### config.mk
export PLATFORM = sky130hd
export DESIGN_NAME = cmdbuf_ctrl
export DESIGN_NICKNAME = d
export VERILOG_FILES = /design/src/rtl/cmdbuf_pkg.sv /design/src/rtl/cmdbuf_wdec.sv /design/src/rtl/cmdbuf_loc.sv /design/src/rtl/cmdbuf_exec.sv /design/src/rtl/cmdbuf_rdmux.sv /design/src/rtl/cmdbuf_ctrl.sv
export SDC_FILE = /design/constraint.sdc
export NUM_CORES = 1
export LEC_CHECK = 0
export ABC_AREA = 1
export BUFFER_PORTS_ARGS = -buffer_cell sky130_fd_sc_hd__buf_4
export CORE_ASPECT_RATIO = 1.4
export CORE_MARGIN = 4
export CORE_UTILIZATION = 47
export DETAILED_ROUTE_END_ITERATION = 10
export GPL_TIMING_DRIVEN = 0
export PLACE_DENSITY = 0.88
export SYNTH_ARGS = -nofsm -noshare
export SYNTH_HDL_FRONTEND = slang
export SYNTH_HIERARCHICAL = 1
export SYNTH_SLANG_ARGS = --single-unit
### constraint.sdc
create_clock -name clk -period 2.4 [get_ports clk]
set_input_delay 0.36 -clock clk [delete_from_list [all_inputs] [get_ports clk]]
set_output_delay 0.36 -clock clk [all_outputs]
set_load 0.01 [all_outputs]
### src/rtl/cmdbuf_pkg.sv
package cmdbuf_pkg;

    localparam int PAGE_BITS = 12;
    localparam int LOC_W     = 8;

    typedef logic [PAGE_BITS-1:0] off_t;
    typedef logic [LOC_W-1:0]     loc_t;

    localparam off_t OFF_LOC_STATE   = 12'h000;
    localparam off_t OFF_LOC_CTRL    = 12'h008;
    localparam off_t OFF_LOC_STS     = 12'h00C;
    localparam off_t OFF_INTF_ID     = 12'h030;
    localparam off_t OFF_CTRL_REQ    = 12'h040;
    localparam off_t OFF_CTRL_STS    = 12'h044;
    localparam off_t OFF_CTRL_CANCEL = 12'h048;
    localparam off_t OFF_CTRL_START  = 12'h04C;
    localparam off_t OFF_CMD_SIZE    = 12'h058;
    localparam off_t OFF_CMD_ADDR    = 12'h05C;
    localparam off_t OFF_RSP_SIZE    = 12'h064;
    localparam off_t OFF_RSP_ADDR    = 12'h068;

    localparam loc_t NO_LOC = 8'hFF;
    localparam logic [2:0] ACTIVE_FIELD = 3'd0;

    localparam logic [31:0] V_LOC_REQUEST   = 32'h1;
    localparam logic [31:0] V_LOC_RELEASE   = 32'h2;
    localparam logic [31:0] V_REQ_READY     = 32'h1;
    localparam logic [31:0] V_REQ_IDLE      = 32'h2;
    localparam logic [31:0] V_DOORBELL      = 32'h1;

    typedef struct packed {
        logic loc_request;
        logic loc_release;
        logic go_ready;
        logic go_idle;
        logic start_req;
        logic cancel_req;
    } wcmd_t;

    typedef struct packed {
        logic       assigned;
        logic       granted;
        logic [2:0] active;
    } loc_view_t;

    typedef struct packed {
        logic idle;
        logic fatal;
        logic busy;
    } exec_view_t;

    function automatic logic [31:0] size_mask(input logic [2:0] sz);
        case (sz)
            3'd1:    return 32'h0000_00FF;
            3'd2:    return 32'h0000_FFFF;
            3'd3:    return 32'h00FF_FFFF;
            default: return 32'hFFFF_FFFF;
        endcase
    endfunction

    function automatic logic [31:0] intf_id_word();
        logic [31:0] w;
        w        = '0;
        w[3:0]   = 4'd1;   // interface type: buffer interface active
        w[7:4]   = 4'd1;   // interface version
        w[8]     = 1'b0;   // only locality 0 supported
        w[9]     = 1'b0;   // no idle bypass
        w[12:11] = 2'b11;  // 64-byte transfers
        w[13]    = 1'b0;   // no FIFO interface
        w[14]    = 1'b1;   // buffer interface supported
        w[18:17] = 2'b01;  // selector: buffer interface
        w[31:24] = 8'd0;   // revision
        return w;
    endfunction

endpackage

### src/rtl/cmdbuf_wdec.sv
module cmdbuf_wdec
    import cmdbuf_pkg::*;
#(
    parameter int ADDR_W = 15
) (
    input  logic [ADDR_W-1:0] addr,
    input  logic              wr,
    input  logic [2:0]        size,
    input  logic [31:0]       wdata,
    output wcmd_t             cmd,
    output loc_t              wr_loc
);
    localparam int HI_W = ADDR_W - PAGE_BITS;

    logic [31:0] val;
    off_t        off;
    logic [HI_W-1:0] page;

    always_comb begin
        val    = wdata & size_mask(size);
        off    = addr[PAGE_BITS-1:0];
        page   = addr[ADDR_W-1:PAGE_BITS];
        wr_loc = loc_t'(page);
        cmd    = '0;
        if (wr) begin
            cmd.loc_request = (off == OFF_LOC_CTRL)    && (val == V_LOC_REQUEST);
            cmd.loc_release = (off == OFF_LOC_CTRL)    && (val == V_LOC_RELEASE);
            cmd.go_ready    = (off == OFF_CTRL_REQ)    && (val == V_REQ_READY);
            cmd.go_idle     = (off == OFF_CTRL_REQ)    && (val == V_REQ_IDLE);
            cmd.start_req   = (off == OFF_CTRL_START)  && (val == V_DOORBELL);
            cmd.cancel_req  = (off == OFF_CTRL_CANCEL) && (val == V_DOORBELL);
        end
    end
endmodule

### src/rtl/cmdbuf_loc.sv
module cmdbuf_loc
    import cmdbuf_pkg::*;
(
    input  logic      clk,
    input  logic      rst,
    input  wcmd_t     cmd,
    output loc_view_t view,
    output loc_t      active_loc
);
    logic assigned_q;
    logic granted_q;

    always_ff @(posedge clk) begin
        if (rst) begin
            assigned_q <= 1'b0;
            granted_q  <= 1'b0;
        end else if (cmd.loc_request) begin
            assigned_q <= 1'b1;
            granted_q  <= 1'b1;
        end else if (cmd.loc_release) begin
            assigned_q <= 1'b0;
            granted_q  <= 1'b0;
        end
    end

    always_comb begin
        view.assigned = assigned_q;
        view.granted  = granted_q;
        view.active   = ACTIVE_FIELD;
        active_loc    = assigned_q ? loc_t'(ACTIVE_FIELD) : NO_LOC;
    end
endmodule

### src/rtl/cmdbuf_exec.sv
module cmdbuf_exec
    import cmdbuf_pkg::*;
(
    input  logic       clk,
    input  logic       rst,
    input  wcmd_t      cmd,
    input  logic       loc_match,
    input  logic       done_i,
    input  logic       done_err_i,
    output exec_view_t view,
    output logic       start_p,
    output logic       cancel_p
);
    logic idle_q, fatal_q, busy_q;
    logic start_ok, finish;

    always_comb begin
        start_ok = cmd.start_req && !busy_q && loc_match;
        finish   = done_i && busy_q;
    end

    always_ff @(posedge clk) begin
        if (rst) begin
            idle_q   <= 1'b1;
            fatal_q  <= 1'b0;
            busy_q   <= 1'b0;
            start_p  <= 1'b0;
            cancel_p <= 1'b0;
        end else begin
            start_p  <= start_ok;
            cancel_p <= cmd.cancel_req && busy_q;
            if (cmd.go_ready)
                idle_q <= 1'b0;
            else if (cmd.go_idle)
                idle_q <= 1'b1;
            if (start_ok)
                busy_q <= 1'b1;
            else if (finish)
                busy_q <= 1'b0;
            if (finish && done_err_i)
                fatal_q <= 1'b1;
        end
    end

    always_comb begin
        view.idle  = idle_q;
        view.fatal = fatal_q;
        view.busy  = busy_q;
    end
endmodule

### src/rtl/cmdbuf_rdmux.sv
module cmdbuf_rdmux
    import cmdbuf_pkg::*;
#(
    parameter logic [31:0] BUF_SIZE_W = 32'h0000_0F80,
    parameter logic [31:0] BUF_ADDR_W = 32'hFED4_0080
) (
    input  off_t       off,
    input  loc_view_t  loc,
    input  exec_view_t ex,
    input  logic       established_i,
    output logic [31:0] rdata
);
    logic [31:0] word;
    off_t        aligned;

    always_comb begin
        aligned = {off[PAGE_BITS-1:2], 2'b00};
        word    = '0;
        case (aligned)
            OFF_LOC_STATE: begin
                word[0]   = ~established_i;
                word[1]   = loc.assigned;
                word[4:2] = loc.active;
                word[7]   = 1'b1;
            end
            OFF_LOC_STS: begin
                word[0] = loc.granted;
                word[1] = 1'b0;
            end
            OFF_INTF_ID:    word = intf_id_word();
            OFF_CTRL_STS: begin
                word[0] = ex.fatal;
                word[1] = ex.idle;
            end
            OFF_CTRL_START: word[0] = ex.busy;
            OFF_CMD_SIZE,
            OFF_RSP_SIZE:   word = BUF_SIZE_W;
            OFF_CMD_ADDR,
            OFF_RSP_ADDR:   word = BUF_ADDR_W;
            default:        word = '0;
        endcase
        rdata = word >> {off[1:0], 3'b000};
    end
endmodule

### src/rtl/cmdbuf_ctrl.sv
module cmdbuf_ctrl
    import cmdbuf_pkg::*;
#(
    parameter int          ADDR_W    = 15,
    parameter logic [31:0] BASE_ADDR = 32'hFED4_0000,
    parameter int          BUF_OFF   = 'h80
) (
    input  logic              clk,
    input  logic              rst,
    input  logic [ADDR_W-1:0] bus_addr,
    input  logic              bus_wr,
    input  logic [2:0]        bus_size,
    input  logic [31:0]       bus_wdata,
    output logic [31:0]       bus_rdata,
    input  logic              established_i,
    input  logic              done_i,
    input  logic              done_err_i,
    output logic              cmd_start_o,
    output logic              cmd_cancel_o
);
    localparam int          PAGE_BYTES = 1 << PAGE_BITS;
    localparam logic [31:0] BUF_SIZE_W = 32'(PAGE_BYTES - BUF_OFF);
    localparam logic [31:0] BUF_ADDR_W = BASE_ADDR + 32'(BUF_OFF);

    wcmd_t      wcmd;
    loc_t       wr_loc;
    loc_t       active_loc;
    loc_view_t  loc_view;
    exec_view_t ex_view;
    logic       loc_match;
    logic       busy;
    logic       fatal;
    logic       loc_assigned;

    cmdbuf_wdec #(.ADDR_W(ADDR_W)) u_wdec (
        .addr   (bus_addr),
        .wr     (bus_wr),
        .size   (bus_size),
        .wdata  (bus_wdata),
        .cmd    (wcmd),
        .wr_loc (wr_loc)
    );

    cmdbuf_loc u_loc (
        .clk        (clk),
        .rst        (rst),
        .cmd        (wcmd),
        .view       (loc_view),
        .active_loc (active_loc)
    );

    assign loc_match = (wr_loc == active_loc);

    cmdbuf_exec u_exec (
        .clk        (clk),
        .rst        (rst),
        .cmd        (wcmd),
        .loc_match  (loc_match),
        .done_i     (done_i),
        .done_err_i (done_err_i),
        .view       (ex_view),
        .start_p    (cmd_start_o),
        .cancel_p   (cmd_cancel_o)
    );

    cmdbuf_rdmux #(
        .BUF_SIZE_W (BUF_SIZE_W),
        .BUF_ADDR_W (BUF_ADDR_W)
    ) u_rdmux (
        .off           (bus_addr[PAGE_BITS-1:0]),
        .loc           (loc_view),
        .ex            (ex_view),
        .established_i (established_i),
        .rdata         (bus_rdata)
    );

    assign busy         = ex_view.busy;
    assign fatal        = ex_view.fatal;
    assign loc_assigned = loc_view.assigned;
endmodule

-- After elaboration in Yosys (flattened, before gate mapping)
Index checks and enable logic that the tools add are counted.
- word-level logic and storage cells: 60
- output and inout port bits: 34
- input bits: 56
- register bits: 6
- shifts and indexed selects: 1
- bitwise gates (word level): 2
- mux-type cells: 14
- eq/ne operators: 18
- reduce and logical (&&, ||, !) cells: 19
- operators by type and width (kind ; count):
    32-bit one-hot mux with 3 select lines ; 1
    24-bit one-hot mux with 3 select lines ; 1
    10-bit by 5-bit equality test with 1-bit output (second input constant) ; 6
    12-bit by 7-bit equality test with 1-bit output (second input constant) ; 3
    32-bit AND ; 1
    32-bit by 1-bit equality test with 1-bit output (second input constant) ; 1
    32-bit by 2-bit equality test with 1-bit output (second input constant) ; 1
    32-bit by 5-bit >> shifter with 32-bit output ; 1
    12-bit by 4-bit equality test with 1-bit output (second input constant) ; 1
    1-bit logical AND ; 11
    10-bit by 2-bit equality test with 1-bit output (second input constant) ; 1
    10-bit by 4-bit equality test with 1-bit output (second input constant) ; 1
    10-bit zero test ; 1
    3-bit by 8-bit equality test with 1-bit output ; 1
    8-bit two-way mux ; 1
    1-bit two-way mux ; 7
    3-bit by 2-bit equality test with 1-bit output (second input constant) ; 2
    6-bit two-way mux ; 1
    2-bit nonzero test ; 3
    1-bit one-hot mux with 5 select lines ; 1
    5-bit OR reduction ; 1
    2-bit OR reduction ; 2
    3-bit by 1-bit equality test with 1-bit output (second input constant) ; 1
    3-bit two-way mux ; 1
    other kinds (3) ; 3

-- Logic depth before layout (Yosys ltp)
- depth in word-level cells: 9
- mapped depth: 12
- mapped depth without buffers: 11

-- Hierarchy
Netlist, hierarchy kept.
- modules (own cells, without submodules) (module ; times used ; seq. area each (µm²) ; area each (µm²) ; cells each):
    cmdbuf_rdmux ; 1 ; 0.0 ; 566.8 ; 106
    cmdbuf_wdec ; 1 ; 0.0 ; 341.6 ; 71
    cmdbuf_exec ; 1 ; 100.1 ; 201.4 ; 27
    cmdbuf_ctrl ; 1 ; 0.0 ; 165.2 ; 44
    cmdbuf_loc ; 1 ; 20.0 ; 137.6 ; 19

-- Worst setup path after synthesis
Ideal clock, no wire load.
- path type: input port to output port
- start point: input bus_addr[11]
- end point: output bus_rdata[26]
- stages on the path: 6
- slack: 440 ps
- arrival time: 1600 ps
- required time: 2040 ps
- buffers on the path: 1
- path through: nor2_2 > nand3_2 > clkinv_2 > nand2_1 > nor3_1 > buf_4
- longest elaborated chain between the ends: 4
- elaborated cells between the ends (all ways): 9
- those cells by class: 5 x eq/ne; 1 x shift; 1 x mux; 2 x reduce/logical
- ends and longest elaborated chain (element ; RTL line ; source):
    start, declared ; cmdbuf_ctrl.sv:10 ; input logic [ADDR_W-1:0] bus_addr,
    10-bit by 5-bit equality test with 1-bit output ; cmdbuf_rdmux.sv:19 ; case (aligned)
    2-bit OR reduction (on tied branches) ; n/a ;
    24-bit one-hot mux with 3 select lines * ; cmdbuf_rdmux.sv:19 ;
    32-bit by 5-bit >> shifter with 32-bit output * ; cmdbuf_rdmux.sv:42 ; rdata = word >> {off[1:0], 3'b000};
    end, declared ; cmdbuf_ctrl.sv:14 ; output logic [31:0] bus_rdata,
Mark *: on every way between the ends. The rest lies on a longest branch, timed or not.

-- Worst setup path after layout
- start point: input bus_addr[11]
- end point: output bus_rdata[27]
Same word-level chain as after synthesis.

==> impl_metrics.json <==
{
  "die-area_mm2": 0.00396,
  "p_clk_frac": 0.365,
  "pin_count": 90,
  "fmax_ghz": 0.502,
  "cts_made_buffers": 3,
  "setup_viol": 0,
  "slowest_stage": "nor3_2",
  "synth_area_mm2": 0.00141,
  "skew_ns": 0.00109,
  "critPathMaxStageDelay_ns": 0.32,
  "postSynthAreaPerCell_um2": 5.29,
  "layout-drive-gt1-share": 0.418,
  "drt_iter0_markers": 24,
  "leakagePower_nw": 1.32,
  "grt_pass1_vias": 1616,
  "setup_slack_ns": 0.408,
  "synth-seq-cells": 6,
  "yosys_warnings": 6,
  "final_nets": 419,
  "htree_num_levels": 1,
  "cp_max_fo": 7,
  "status": "finished, final reports clean",
  "crit_path_end_kind": "primary output",
  "final_max_slew_viol_count": 0,
  "insertion_delay_ns": 0.22,
  "power_switching_share": 0.266,
  "synth_cells": 267,
  "met3_usage": 0.0245,
  "wl_per_cell_um": 9.06,
  "fin_crit_sh": 0.830,
  "synth-seq-area-share": 0.0850,
  "worstPathRequired_ns": 2.04,
  "rows": 23,
  "max_cap_viol_count": 0,
  "holdBufCountCts": 0,
  "drtPass1Iterations": 4,
  "switching_power_w": 0.000107,
  "p_comb_frac": 0.387,
  "cts.sinks": 6,
  "cpMostUsedCell": "buf_4",
  "place_congestion": 0.769,
  "vias": 1775,
  "cp_data_arrival_time_ns": 1.63,
  "post_cts_buffers": 0,
  "cts_tree": "done",
  "rsz0062_at_grt": "no",
  "die_h_um": 72.9,
  "die_w_um": 54.3,
  "start_kind": "input port",
  "clk_pin_slew_ns": 0.04,
  "min_path_type": "in2reg",
  "irDropWorstVdd_mv": 0.178,
  "drcViolationCount": 0,
  "finalHoldViolCount": 0,
  "area_delta_synth_final_pct": 53.1,
  "grt_max_degree": 10,
  "cts_root_buf": "clkbuf_8",
  "grt_antenna_before_repair": 0,
  "clk_path_buf_depth": 2,
  "place_ws_ns": 0.150,
  "n_fill_cell": 280,
  "grt_overflow": 0,
  "ant_nets": 0,
  "finalSetupTns_ns": 0,
  "finalCriticalPeriod_ns": 1.99,
  "grt_pass1_wl_um": 5980,
  "powerDensity_mw_per_mm2": 187,
  "final_cell_mix": "buf_4, nand2_1, nor2_1",
  "path_cells": "buf_4 > nor2_2 > nand3_2 > clkinv_2 > nand2_1 > nor3_2 > buf_4 > buf_4",
  "initial_utilization": 0.491,
  "core-area_mm2": 0.00288,
  "internal-power_w": 0.000296,
  "seqPwrFrac": 0.249,
  "wl_um": 3610,
  "port_buffers": 84,
  "final_common_cell": "buf_4",
  "grt_use_met1": 0.167,
  "viasPerCell": 4.46,
  "hpwl_um": 3270,
  "ys_types": 30,
  "n_antenna_cell": 0,
  "track_usage": 0.193,
  "crit_type": "in2out",
  "use_met2": 0.421,
  "busiest_layer": "met2"
}
flip-flops by register name (all words and copies together), names as in the netlist:
signal	flops
u_exec/busy_q	1
u_exec/cancel_p	1
u_loc/granted_q	1
u_exec/start_p	1
u_exec/fatal_q	1
u_exec/idle_q	1
power by group through the flow:
| stage | clock, W | combinational, W | sequential (W) |
|---|---|---|---|
| 2_1_floorplan | 0 | 0.0000690 | 0.000102 |
| 3_3_place_gp | 0 | 0.000151 | 0.000102 |
| 3_5_place_dp | 0 | 0.000155 | 0.000102 |
| 4_1_cts | 0.000152 | 0.000155 | 0.000100 |
| 5_1_grt | 0.000156 | 0.000175 | 0.000100 |
| 6_report | 0.000147 | 0.000156 | 0.000100 |
cells in the mapped netlist:
| library cell | count | share of area |
|---|---|---|
| a21oi_1 | 1 | 0.0035 |
| a21oi_2 | 1 | 0.0062 |
| and2_2 | 1 | 0.0053 |
| and2_4 | 1 | 0.0062 |
| buf_4 | 36 | 0.19 |
| clkinv_2 | 1 | 0.0035 |
| conb_1 | 3 | 0.0080 |
| dfxtp_1 | 6 | 0.085 |
| inv_1 | 37 | 0.098 |
| inv_2 | 3 | 0.0080 |
| inv_4 | 2 | 0.0089 |
| nand2_1 | 66 | 0.18 |
| nand2_2 | 2 | 0.0089 |
| nand2_4 | 1 | 0.0080 |
| nand3_1 | 16 | 0.057 |
| nand3_2 | 2 | 0.014 |
| nand3_4 | 1 | 0.012 |
| nand3b_1 | 4 | 0.021 |
| nand4_1 | 5 | 0.022 |
| nor2_1 | 58 | 0.15 |
| nor2_2 | 7 | 0.031 |
| nor2_4 | 2 | 0.016 |
| nor3_1 | 3 | 0.011 |
| nor3_2 | 1 | 0.0071 |
| nor3b_2 | 1 | 0.0089 |
| o211ai_2 | 1 | 0.0089 |
| o21a_1 | 1 | 0.0053 |
| o21ai_0 | 2 | 0.0071 |
| o21ai_1 | 1 | 0.0035 |
| or2_1 | 1 | 0.0044 |
repair_timing:
action                                  CTS  global route
endpoints found under the setup margin    0             6
hold endpoints to repair                  0             0
resized for setup                         0             1
worst paths after layout:
kind / end / depth (start not counted) / slack, ns / start
max: bus_rdata[27] / 8 / 0.41 / bus_addr[11]
max reg2reg: u_exec/busy_q / 12 / 1.00 / u_loc/granted_q
min reg2reg: u_exec/fatal_q / 2 / 0.46 / u_exec/fatal_q
min: u_loc/granted_q / 2 / 0.34 / rst
logic make-up (layout without fill, tap and decap cells):
group | count (synthesis) | count (layout) | share of synthesized area
compound gates | 7 | 7 | 0.0345
simple gates | 172 | 172 | 0.562
flops | 6 | 6 | 0.0850
other cells | 3 | 10 | 0.00797
buf+inv | 79 | 166 | 0.310
metrics by stage:
step	cells	area [um^2]	power, W	hold slack [ns]	utilization
global placement	395	2120	0.000253	0.437	0.735
finish	398	2160	0.000403	0.343	0.751
detailed placement	395	2120	0.000256	0.441	0.735
CTS	398	2160	0.000407	0.338	0.750
floorplan	274	1440	0.000171	0.422	-
global route	398	2160	0.000432	0.347	0.751
per-layer routing:
metal / routed length (um) / share of wire / up-vias
met4: 0 / 0 / 0
li1: - / - / 948
met1: 1190 / 0.33 / 770
met3: 275 / 0.076 / 0
met2: 2140 / 0.59 / 57
met5: 0 / 0 / -
worst max-delay path: cells and delay by family:
family | cells | cell delay (ns)
buffers and inverters | 4 | 0.53
AND/OR/NAND/NOR | 4 | 0.74
cell type report:
class / count / area (um^2) / area share
multi-input cells: 189 / 886 / 0.410
repair buffers: 84 / 631 / 0.292
plain buffers: 36 / 270 / 0.125
inverters: 43 / 168 / 0.0775
flip-flops and latches: 6 / 120 / 0.0556
well taps: 37 / 46.3 / 0.0214
clock buffers: 3 / 41.3 / 0.0191
Note: power is estimated with default switching activity, not from simulation.
